==> config.mk <==
export PLATFORM = sky130hd
export DESIGN_NAME = pixel_decode
export DESIGN_NICKNAME = d
export VERILOG_FILES = /design/src/rtl/pixel_decode.sv
export SDC_FILE = /design/constraint.sdc
export NUM_CORES = 1
export LEC_CHECK = 0
export CORE_MARGIN = 1
export CORE_UTILIZATION = 30
export DETAILED_ROUTE_END_ITERATION = 10
export HOLD_SLACK_MARGIN = 0.03
export PLACE_DENSITY_LB_ADDON = 0.08
export SETUP_SLACK_MARGIN = 0.4
export SYNTH_ARGS = -nofsm -noshare
export SYNTH_HDL_FRONTEND = slang
export SYNTH_SLANG_ARGS = --single-unit
==> constraint.sdc <==
create_clock -name clk -period 2.13 [get_ports clk]
set_input_delay 0.426 -clock clk [delete_from_list [all_inputs] [get_ports clk]]
set_output_delay 0.426 -clock clk [all_outputs]
set_load 0.05 [all_outputs]
==> src/rtl/pixel_decode.sv <==
module pixel_decode #(
  parameter logic [15:0] CTRL_PORT = 16'h8E3B,
  parameter logic [3:0]  MODE_REG  = 4'd3
) (
  input  logic        clk,
  input  logic        rst_n,
  input  logic        io_wr,
  input  logic [15:0] io_addr,
  input  logic [7:0]  io_data,
  input  logic        load,
  input  logic [7:0]  pix_byte,
  input  logic [7:0]  attr_byte,
  input  logic [31:0] plane_bytes,
  input  logic [2:0]  border,
  input  logic        flash_phase,
  output logic [7:0]  colour,
  output logic        pix_valid
);
  localparam logic [3:0] M_CLASSIC = 4'b0000;
  localparam logic [3:0] M_DUAL    = 4'b0001;
  localparam logic [3:0] M_LEVEL4  = 4'b0010;
  localparam logic [3:0] M_INK256  = 4'b0100;
  localparam logic [3:0] M_PLANAR  = 4'b0110;

  logic [3:0]      mode_q, cur_mode;
  logic [7:0]      sh_pix, attr_q;
  logic [3:0][7:0] sh_pl;
  logic [2:0]      border_q;
  logic            flash_q;
  logic [3:0]      cnt;
  logic [7:0]      dec;

  wire ctrl_hit = io_wr && io_addr == CTRL_PORT && io_data[7:4] == MODE_REG;

  always_ff @(posedge clk) begin
    if (!rst_n) begin
      mode_q   <= M_CLASSIC;
      cur_mode <= M_CLASSIC;
      sh_pix   <= '0;
      sh_pl    <= '0;
      attr_q   <= '0;
      border_q <= '0;
      flash_q  <= 1'b0;
      cnt      <= '0;
    end else begin
      if (ctrl_hit) mode_q <= io_data[3:0];
      if (load) begin
        cur_mode <= mode_q;
        sh_pix   <= pix_byte;
        sh_pl    <= plane_bytes;
        attr_q   <= attr_byte;
        border_q <= border;
        flash_q  <= flash_phase;
        cnt      <= 4'd8;
      end else if (cnt != 0) begin
        sh_pix <= sh_pix << 1;
        for (int p = 0; p < 4; p++) sh_pl[p] <= sh_pl[p] << 1;
        cnt <= cnt - 4'd1;
      end
    end
  end

  wire [2:0] ink   = attr_q[2:0];
  wire [2:0] paper = attr_q[5:3];
  wire       on    = sh_pix[7];

  always_comb begin
    unique case (cur_mode)
      M_DUAL:   dec = on ? {4'b0, attr_q[6], ink} : {4'b0, attr_q[7], paper};
      M_LEVEL4: dec = {3'b0, attr_q[7:6], on ? ink : paper};
      M_INK256: dec = on ? attr_q : {5'b0, border_q};
      M_PLANAR: dec = {4'b0, sh_pl[3][7], sh_pl[2][7], sh_pl[1][7], sh_pl[0][7]};
      default:  dec = {4'b0, attr_q[6], (on ^ (attr_q[7] & flash_q)) ? ink : paper};
    endcase
  end

  assign pix_valid = cnt != 0;
  assign colour    = pix_valid ? dec : 8'h00;
endmodule

# Word-level counts from Yosys, hierarchy flattened
# Index checks and enable logic that the tools add are counted.
[totals]
register_bits = 64
input_bits = 80
out_inout_bits = 9
word_cells = 39
[classes]
n_addsub = 1
n_eq_ne = 6
n_mux = 12
bitwise_logic = 3
reduce_logical = 5
[ops]
columns = ["operator", "count"]
rows = [
  ["32-bit 2-to-1 mux", 2],
  ["8-bit 2-to-1 mux", 4],
  ["8-bit one-hot mux with 4 select lines", 1],
  ["16-bit equality test, second input constant", 1],
  ["4-bit 2-to-1 mux", 3],
  ["4-bit by 2-bit equality test with 1-bit output, second input constant", 2],
  ["4-bit by 3-bit equality test with 1-bit output, second input constant", 2],
  ["3-bit 2-to-1 mux", 2],
  ["4-bit by 1-bit equality test with 1-bit output, second input constant", 1],
  ["4-bit nonzero test", 1],
  ["4-bit by 1-bit subtractor with 4-bit output, second input constant", 1],
  ["1-bit logical AND", 2],
  ["2-bit nonzero test", 1],
  ["2-bit OR reduction", 1],
  ["1-bit AND", 1],
  ["1-bit inverter", 1],
  ["1-bit XOR", 1],
]

# Longest topological paths before layout
# Gate-level depths: netlist of the first run.
[logic_depth]
word_depth = 5
ltp_mapped = 8
ltp_nobuf = 6

# Worst setup path after synthesis of the first run
# Ideal clock, no wire load.
[synth_timing]
path_type = "register -> output"
start = "reg cnt[0]"
end = "out colour[0]"
arrival_time_ns = 2.550
t_required_ns = 1.704
setup_slack_ns = -0.846
path_stages_with_launch = 9
cell_sequence = "dfxtp_1 inv_1 ha_1 nor3b_2 buf_6 clkbuf_8 inv_2 o21ai_0 a211oi_1"
[synth_via]
elab_chain_len = 2
[synth_rtl]
columns = ["element", "line_no", "source"]
rows = [
  ["start, declared", "30", "logic [3:0] cnt;"],
  ["start signal, assigned", "58", "cnt <= cnt - 4'd1;"],
  ["4-bit nonzero test", "77", "assign pix_valid = cnt != 0;"],
  ["named net pix_valid", "17", "output logic pix_valid"],
  ["8-bit 2-to-1 mux", "78", "assign colour = pix_valid ? dec : 8'h00;"],
  ["end, declared", "16", "output logic [7:0] colour,"],
]
# The timed path passes the listed nets, and every way through them passes these cells.

# Worst setup path after layout of the first run
[layout_timing]
start = "reg cnt[0]"
end = "out colour[4]"
[layout_via]
elab_chain_len = 2
[layout_rtl]
columns = ["element", "line_no"]
rows = [
  ["4-bit nonzero test", "77"],
  ["8-bit 2-to-1 mux", "78"],
]
# No other way between the ends.

==> impl_metrics.ini, run 1 <==
[placement]
place_area_um2 = 4470
io_buffers = 88
place_congestion = 0.764
dp_cells = 545
dp_hpwl_um = 5600

[drt]
via_count = 2667
wl_um = 8770
drc = 0
viasPerCell = 4.56
firstDrtPassIters = 4
wire_per_inst_um = 15.0
ant_nets = 0
drt_iter0_markers = 86

[clock_network]
root_buffer = clkbuf_16
cts.sinks = 64
worstSkewPairLatency_ns = 0.32
h-tree-depth = 3
holdBufCountCts = 0
path_clk_slew_ns = 0.05
cts.path.max_buffers = 2
cts_tree = yes
cts_made_buffers = 9

[sta]
fin_ws_ns = -0.00553
max_freq_mhz = 468
slew_headroom_pct = 68.5
finalSetupViolations = 4
fin_crit_sh_pct = 100
rsz0062_at_grt = true
worst_hold_slack_ns = 0.470
drv_slew = 0
hold_viol = 0
min_period_ns = 2.14
tightest_slew_ns = 0.473
skew_ns = 0.00719

[synth]
synth_area_leaders = dfxtp_1 38%, mux2i_1 17%, mux2_4 11%
synth_top_family_by_area = multiplexers
synthFlopType = dfxtp_1
seq_area_frac_synth_pct = 37.7
avgSynthCellArea_um2 = 10.4
synthSimpleGateAreaFrac_pct = 15.8
yosys.area.top_type = dfxtp_1
async_reset_ff_share_pct = 0
syn_area_um2 = 3400
synth_adder_area_share_pct = 0.737
yosysUniqueCellTypes = 40
ys_ff_latch = 64
synth_edf_count = 0
synth_compound_area_share_pct = 4.94
synth_top_cell_area_share_pct = 37.7
yosys_warnings = 0
yosys.area_share.xor_xnor_pct = 1.84
syn_nets = 409
synthCells = 327
synth.area.mux_share_pct = 32.5

[floorplan]
die_h_um = 108
ios = 89
die-area_um2 = 11700
core_region_area_um2 = 10900
placementRows = 38
initial_core_util_pct = 31.1
die_w_um = 108

[status]
failed_checks = setup timing
outcome = complete, but fails checks

[setup_path]
critical_path.max_fanout = 3
crit_path_start_kind = flip-flop
critPathLaunch = cnt[0]
cp-end-kind = output port
r2r_start = cnt[1]
crit_type = reg -> out
arrival_ns = 1.71
critPathRequiredTime_ns = 1.70

[finish]
drive_above_1_share_pct = 29.7
final_cell_area_um2 = 5290
antenna_cells = 0
nNetsFinal = 522
layout_common_cells = 78 x clkdlybuf4s50_1, 58 x mux2i_1, 57 x dfxtp_1, 50 x nor2_1, 32 x mux2_4
post-route-util_pct = 48.4
areaGrowthSynthToFinish_pct = 55.7
instances_no_fill = 585
final_common_cell = clkdlybuf4s50_1

[hold_path]
min_from = mode_q[3]
hp-class = reg -> reg

[power]
p_per_area_nw_per_um2 = 770
leakagePower_nw = 2.23
ir_worst_vdd_uv = 398

[global_routing]
grt_max_degree = 33
grt_overflow_total = 0
grt_pass1_vias = 2768
antenna_found_initial = 0
grt_usage_pct = 16.0
grt_pass1_wl_um = 14200

[run]
drv_cap = 0
## per-stage QoR
stage	power [W]	setup TNS (ns)	setup WS, ns
floorplan	0.00205	0	0.0270
global placement	0.00224	0	0.204
detailed placement	0.00225	0	0.137
CTS	0.00404	-0.145	-0.0468
global route	0.00427	-0.458	-0.0997
finish	0.00407	-0.0139	-0.00553
## worst paths after layout
path,to,slack (ns),depth (start not counted)
hold reg to reg,mode_q[3],0.47,2
setup reg to reg,sh_pl[21],0.14,10
hold / removal,mode_q[3],0.47,2
setup / recovery,colour[4],-0.006,7
## power breakdown
part | leakage, nW | internal [W] | switching (W) | total, W
logic | 1.55 | 0.000839 | 0.000516 | 0.00135
registers | 0.531 | 0.00128 | 0.0000624 | 0.00134
clock network | 0.145 | 0.000876 | 0.000498 | 0.00137
## synthesized netlist by cell type (all sizes together) (2+ instances only)
library cell and n:
ha 2, buf 15, xor2 2, and2 10, nand4b 2, o21ai 13
xnor2 3, inv 4, nor2 52, dfxtp 64, nor3b 2, nor3 2
a211oi 5, nand2b 2, nor4bb 4, mux2i 59, nand3 5, clkbuf 6
a21oi 13, nand2 13, nand3b 5, mux2 37
## sequential cells by signal (all words and copies together) (netlist names)
signal    cells
cur_mode      4
flash_q       1
sh_pl        32
attr_q        8
sh_pix        8
cnt           4
border_q      3
mode_q        4
## area by class of cell
type | count | area (um2)
timing repair buffer | 123 | 1410
clock inverter | 3 | 15.0
sequential | 64 | 1300
fill | 1029 | 5650
clock buffer | 13 | 270
tap | 140 | 175
inverter | 4 | 33.8
multi-input combinational | 238 | 2090
## cells by family after synthesis
group	after synthesis
buf+inv	25
compound gates	31
flops	64
mux	96
fa+ha+maj	2
simple gates	104
xor+xnor	5
## worst max-delay path, cell delays in order, from the launching register on
cell,delay (ns)
dfxtp_2,0.35
inv_4,0.04
ha_4,0.15
nor3b_4,0.17
buf_6,0.13
buf_6,0.12
a211oi_4,0.25
buf_12,0.17
## metal layers
metal / global-route usage (%) / vias to the layer above / wire length (um)
met5: 0 / - / 0
met4: 4.63 / 0 / 127
met3: 3.74 / 11 / 284
met2: 27.2 / 44 / 4310
met1: 20.0 / 1241 / 4050
li1: - / 1371 / -
## repair_timing
item / CTS / global route
buffers inserted: 12 / 6
setup endpoints to repair: 44 / 49
pin swaps: 10 / 13
cloned: 5 / 1
resized for setup: 45 / 17
No activity file was read; power rests on OpenSTA's default activity.
==> inputs of run 2 (changes only) <==
- CORE_MARGIN: 1 -> 3
==> impl_metrics.ini, run 2 (same netlist as run 1, synthesis figures left out) <==
[status]
outcome = complete, but fails checks
failed_checks = setup timing

[finish]
fill_cells = 1049
drive_above_1_share_pct = 27.9
layout_common_cells = 78 x clkdlybuf4s50_1, 57 x dfxtp_1, 56 x mux2i_1, 51 x nor2_1, 30 x mux2_4
areaGrowthSynthToFinish_pct = 52.1
nNetsFinal = 510
reg_top3 = sh_pl x32, attr_q x8, sh_pix x8
instances_no_fill = 573
largest_register_ffs = 32
final_common_cell = clkdlybuf4s50_1
largest_register = sh_pl
antenna_cells = 0

[clock_network]
cts.path.max_buffers = 2
worstSkewPairLatency_ns = 0.32
path_clk_slew_ns = 0.05
cts.sinks = 64
h-tree-depth = 3
root_buffer = clkbuf_16
cts_made_buffers = 9
cts_tree = yes

[floorplan]
initial_core_util_pct = 31.1
die-area_um2 = 12600
ios = 89
placementRows = 38
die_h_um = 112
core_region_area_um2 = 10900
die_w_um = 112

[sta]
finalSetupViolations = 1
rsz0062_at_grt = true
drv_slew = 0
hold_viol = 0
max_freq_mhz = 460
slew_headroom_pct = 71.8
tightest_slew_ns = 0.423
fin_crit_sh_pct = 102
fin_ws_ns = -0.0451
skew_ns = 0.00627
worst_hold_slack_ns = 0.473
min_period_ns = 2.18

[drt]
wire_per_inst_um = 14.5
firstDrtPassIters = 3
viasPerCell = 4.51
wl_um = 8290
via_count = 2587
ant_nets = 0
drc = 0
drt_iter0_markers = 64

[setup_path]
cp-end-kind = output port
arrival_ns = 1.75
critPathRequiredTime_ns = 1.70
crit_type = reg -> out
critical_path.max_fanout = 5
crit_path_start_kind = flip-flop

[power]
leakagePower_nw = 2.14
switching_power_w = 0.000971
p_comb_share_pct = 26.1
p_seq_share_pct = 33.4
ir_worst_vdd_uv = 473
swShare_pct = 24.3
p_per_area_nw_per_um2 = 773
p_clk_share_pct = 40.5
p_int_w = 0.00302

[placement]
dp_cells = 546
io_buffers = 88
dp_hpwl_um = 5760
place_congestion = 0.822

[global_routing]
grt_overflow_total = 0
grt_pass1_wl_um = 13700
grt_max_degree = 40
grtUsageMet1_pct = 16.0
grt.busiest_layer = met2
antenna_found_initial = 0
grt_usage_pct = 13.6
use_met3_pct = 4.15
grt_pass1_vias = 2739
gr-usage-met2_pct = 24.0

[hold_path]
hp-class = reg -> reg

[run]
drv_cap = 0
[run 2: layout make-up]
| class | instances | area, um2 | area share [%] |
|---|---|---|---|
| clock buffer | 14 | 274 | 5.31 |
| timing repair buffer | 111 | 1240 | 24.1 |
| sequential | 64 | 1300 | 25.2 |
| clock inverter | 2 | 60.1 | 1.16 |
| multi-input combinational | 238 | 2080 | 40.2 |
| inverter | 4 | 33.8 | 0.654 |
| tap | 140 | 175 | 3.39 |
[run 2: worst max-delay path, stage by stage (launching register included)]
cell	delay, ns
dfxtp_4	0.38
buf_12	0.14
mux2_4	0.31
mux2i_2	0.20
and2_4	0.20
a211oi_4	0.04
buf_12	0.16
[run 2: worst paths after layout]
kind	from	to	slack (ns)	cells after the start
setup / recovery	sh_pix[7]	colour[0]	-0.05	6
hold / removal	mode_q[3]	mode_q[3]	0.47	2
setup reg to reg	cnt[1]	sh_pl[9]	0.16	8
hold reg to reg	mode_q[3]	mode_q[3]	0.47	2
[run 2: power groups by stage]
stage / logic [W] / registers (W) / clock network, W
6_report: 0.00104 / 0.00133 / 0.00161
5_1_grt: 0.00112 / 0.00135 / 0.00171
4_1_cts: 0.00105 / 0.00134 / 0.00166
3_5_place_dp: 0.000923 / 0.00136 / 0
3_3_place_gp: 0.000915 / 0.00136 / 0
2_1_floorplan: 0.000704 / 0.00134 / 0
[run 2: layer usage]
metal	vias to the layer above	share of wire, %
met4	0	1.3
met5	-	0
met3	7	3.8
li1	1342	-
met2	40	50
met1	1198	45
[run 2: what timing repair did]
| action | CTS | global route |
|---|---|---|
| gates cloned | 2 | 0 |
| endpoints found under the setup margin | 44 | 53 |
| hold buffers | 0 | 0 |
| pin swaps | 16 | 3 |
| resized for setup | 32 | 4 |
| setup buffers | 8 | 1 |
[run 2: stage by stage]
stage	cell area (um2)	power (W)	util (%)	worst slack (ns)	setup TNS, ns
floorplan	3520	0.00205	-	0.0270	0
detailed placement	4580	0.00228	41.9	0.132	0
global route	5160	0.00417	47.2	-0.104	-0.412
finish	5160	0.00399	47.2	-0.0451	-0.0451
global placement	4580	0.00227	41.9	0.116	0
CTS	5140	0.00405	47.0	-0.0338	-0.127
==> inputs of run 3 (changes only) <==
- ABC_AREA: not set -> 1
- PLACE_DENSITY: not set -> 0.51
- PLACE_DENSITY_LB_ADDON: 0.08 -> not set
==> impl_metrics.ini, run 3 <==
[synth]
yosys.area.top_type = dfxtp_1
yosys.area_share.xor_xnor_pct = 0.278
synth_area_leaders = dfxtp_1 41%, nand2_1 15%, nand3_1 9.5%
avgSynthCellArea_um2 = 6.75
yosysMostFrequentCell = nand2_1
yosysUniqueCellTypes = 26
synth_edf_count = 0
synthCells = 467
synth_adder_area_share_pct = 0.794
yosys_warnings = 0
syn_area_um2 = 3150
ys_ff_latch = 64
synth_top_family_by_area = simple AND/OR/NAND/NOR gates
syn_nets = 549
synthSimpleGateAreaFrac_pct = 34.1
synth_top_cell_area_share_pct = 40.6
seq_area_frac_synth_pct = 40.6
synth_top_cells_by_count = 129 x nand2_1, 64 x dfxtp_1, 60 x nand3_1
synth.area.mux_share_pct = 0
async_reset_ff_share_pct = 0
synthFlopType = dfxtp_1
synth_compound_area_share_pct = 14.2

[finish]
largest_register = sh_pl
areaGrowthSynthToFinish_pct = 57.9
final_common_cell = nand2_1
antenna_cells = 0
reg_top3 = sh_pl x32, attr_q x8, sh_pix x8
nNetsFinal = 659
largest_register_ffs = 32
fill_cells = 990
layout_common_cells = 119 x nand2_1, 78 x clkdlybuf4s50_1, 56 x dfxtp_1, 55 x nand3_1, 35 x a31oi_1
drive_above_1_share_pct = 20.6

[setup_path]
crit_cells = 8
critical_path.max_fanout = 6
cp-end-kind = output port
cpLargestDelayFamily = simple AND/OR/NAND/NOR gates
crit_path_start_kind = flip-flop
crit_type = reg -> out
slowest_stage = dfxtp_4
critPathRequiredTime_ns = 1.70
arrival_ns = 1.60
crit_path_cell_trace = nor2_4 -> nand2_4 -> nand3_4 -> inv_4 -> nand2_2 -> nand2_2 -> nor2_4 -> buf_12
crit_buf_inv = 2
cpPeakStageDelay_ns = 0.36
reg2reg_depth = 11

[sta]
finalSetupViolations = 0
tightest_slew_ns = 0.313
min_period_ns = 2.02
slew_headroom_pct = 79.1
max_freq_mhz = 494
hold_viol = 0
fin_crit_sh_pct = 94.9
worst_hold_slack_ns = 0.384
drv_slew = 0
fin_ws_ns = 0.108
skew_ns = 0.00802
rsz0062_at_grt = true

[clock_network]
path_clk_slew_ns = 0.08
worstSkewPairLatency_ns = 0.35
cts_made_buffers = 9
cts.sinks = 64
cts_tree = yes
h-tree-depth = 3
cts.path.max_buffers = 2
root_buffer = clkbuf_8

[run]
drv_cap = 0

[power]
leakagePower_nw = 1.98
p_per_area_nw_per_um2 = 712
ir_worst_vdd_uv = 313
power_w = 0.00355

[status]
outcome = finished clean

[drt]
ant_nets = 0
drc = 0
firstDrtPassIters = 4
drt_iter0_markers = 180
via_count = 3463
viasPerCell = 4.84
wire_per_inst_um = 13.9
wl_um = 9910

[placement]
io_buffers = 88
dp_hpwl_um = 6520
place_congestion = 0.811
dpl_worst_slack_ns = 0.342

[global_routing]
grt_pass1_wl_um = 15700
grt_overflow_total = 0
grt_max_degree = 52
antenna_found_initial = 0
grt_pass1_vias = 3222
grt_usage_pct = 16.6

[hold_path]
hp-class = in -> reg
holdPathStages = 3

[floorplan]
core_region_area_um2 = 10000
die-area_um2 = 11800
placementRows = 36
die_w_um = 109
ios = 89
initial_core_util_pct = 31.5
die_h_um = 109
==> run 3: cell count changes after synthesis, moves of 11 or more <==
cell,previous run,this run
nand2_1,13,129
mux2i_1,59,0
nand3_1,5,60
a31oi_1,0,35
inv_1,3,37
mux2_4,26,0
o21ai_0,9,25
buf_2,1,14
mux2_2,11,0
==> run 3: what timing repair did <==
item / in CTS / in global routing
pin swaps: 14 / 16
buffers inserted: 9 / 11
hold buffers: 0 / 0
cloned: 2 / 4
setup endpoints to repair: 49 / 49
resized for setup: 41 / 33
endpoints found under the hold margin: 0 / 0
==> run 3: worst paths after layout <==
check | from | to | slack, ns
worst min-delay path | load | sh_pl[24] | 0.38
worst max-delay path | cur_mode[3] | colour[1] | 0.11
worst max register to register | cnt[0] | sh_pl[20] | 0.31
worst min register to register | mode_q[1] | cur_mode[1] | 0.46
==> run 3: layout make-up <==
| cell class | count | area [um2] | area share [%] |
|---|---|---|---|
| Inverter | 43 | 174 | 3.49 |
| Timing Repair Buffer | 127 | 1370 | 27.4 |
| Clock buffer | 10 | 138 | 2.77 |
| Clock inverter | 6 | 91.3 | 1.84 |
| Tap cell | 133 | 166 | 3.34 |
| Sequential cell | 64 | 1300 | 26.2 |
| Multi-Input combinational cell | 332 | 1740 | 34.9 |
==> run 3: kinds of logic (layout without fill, tap and decap cells) <==
family                   after synthesis  in the layout
AND/OR/NAND/NOR                      248            248
AO/OA/AOI/OAI                         81             81
buffers and inverters                 71            186
flip-flops                            64             64
adder cells (fa/ha/maj)                2              2
XOR/XNOR                               1              1
==> run 3: where the power goes <==
part	internal [W]	switching, W
logic	0.000511	0.000500
registers	0.00127	0.0000549
clock network	0.000697	0.000509
total	0.00248	0.00106
==> run 3: worst reg2reg max path: stages (launching register included) <==
cell and delay (ns):
dfxtp_2 0.33, inv_2 0.07, ha_4 0.15, nand3_4 0.11
buf_6 0.15, buf_12 0.12, buf_12 0.12, nor2_4 0.28
buf_6 0.16, buf_6 0.11, nand2_1 0.05, a31oi_1 0.11
==> run 3: per-stage QoR <==
| stage | TNS [ns] | cells | cell area (um2) | utilization, % |
|---|---|---|---|---|
| 2_1_floorplan | 0 | 467 | 3260 | - |
| 3_3_place_gp | 0 | 673 | 4320 | 43.2 |
| 3_5_place_dp | 0 | 673 | 4320 | 43.2 |
| 4_1_cts | 0 | 700 | 4760 | 47.6 |
| 5_1_grt | -0.0101 | 715 | 4980 | 49.8 |
| 6_report | 0 | 715 | 4980 | 49.8 |
==> run 3: per-layer routing <==
| layer | up-vias | routed length, um | global-route usage [%] |
|---|---|---|---|
| li1 | 1759 | - | - |
| met5 | - | 0 | 0 |
| met3 | 13 | 461 | 4.18 |
| met2 | 93 | 4720 | 27.1 |
| met4 | 0 | 122 | 4.33 |
| met1 | 1598 | 4600 | 21.9 |
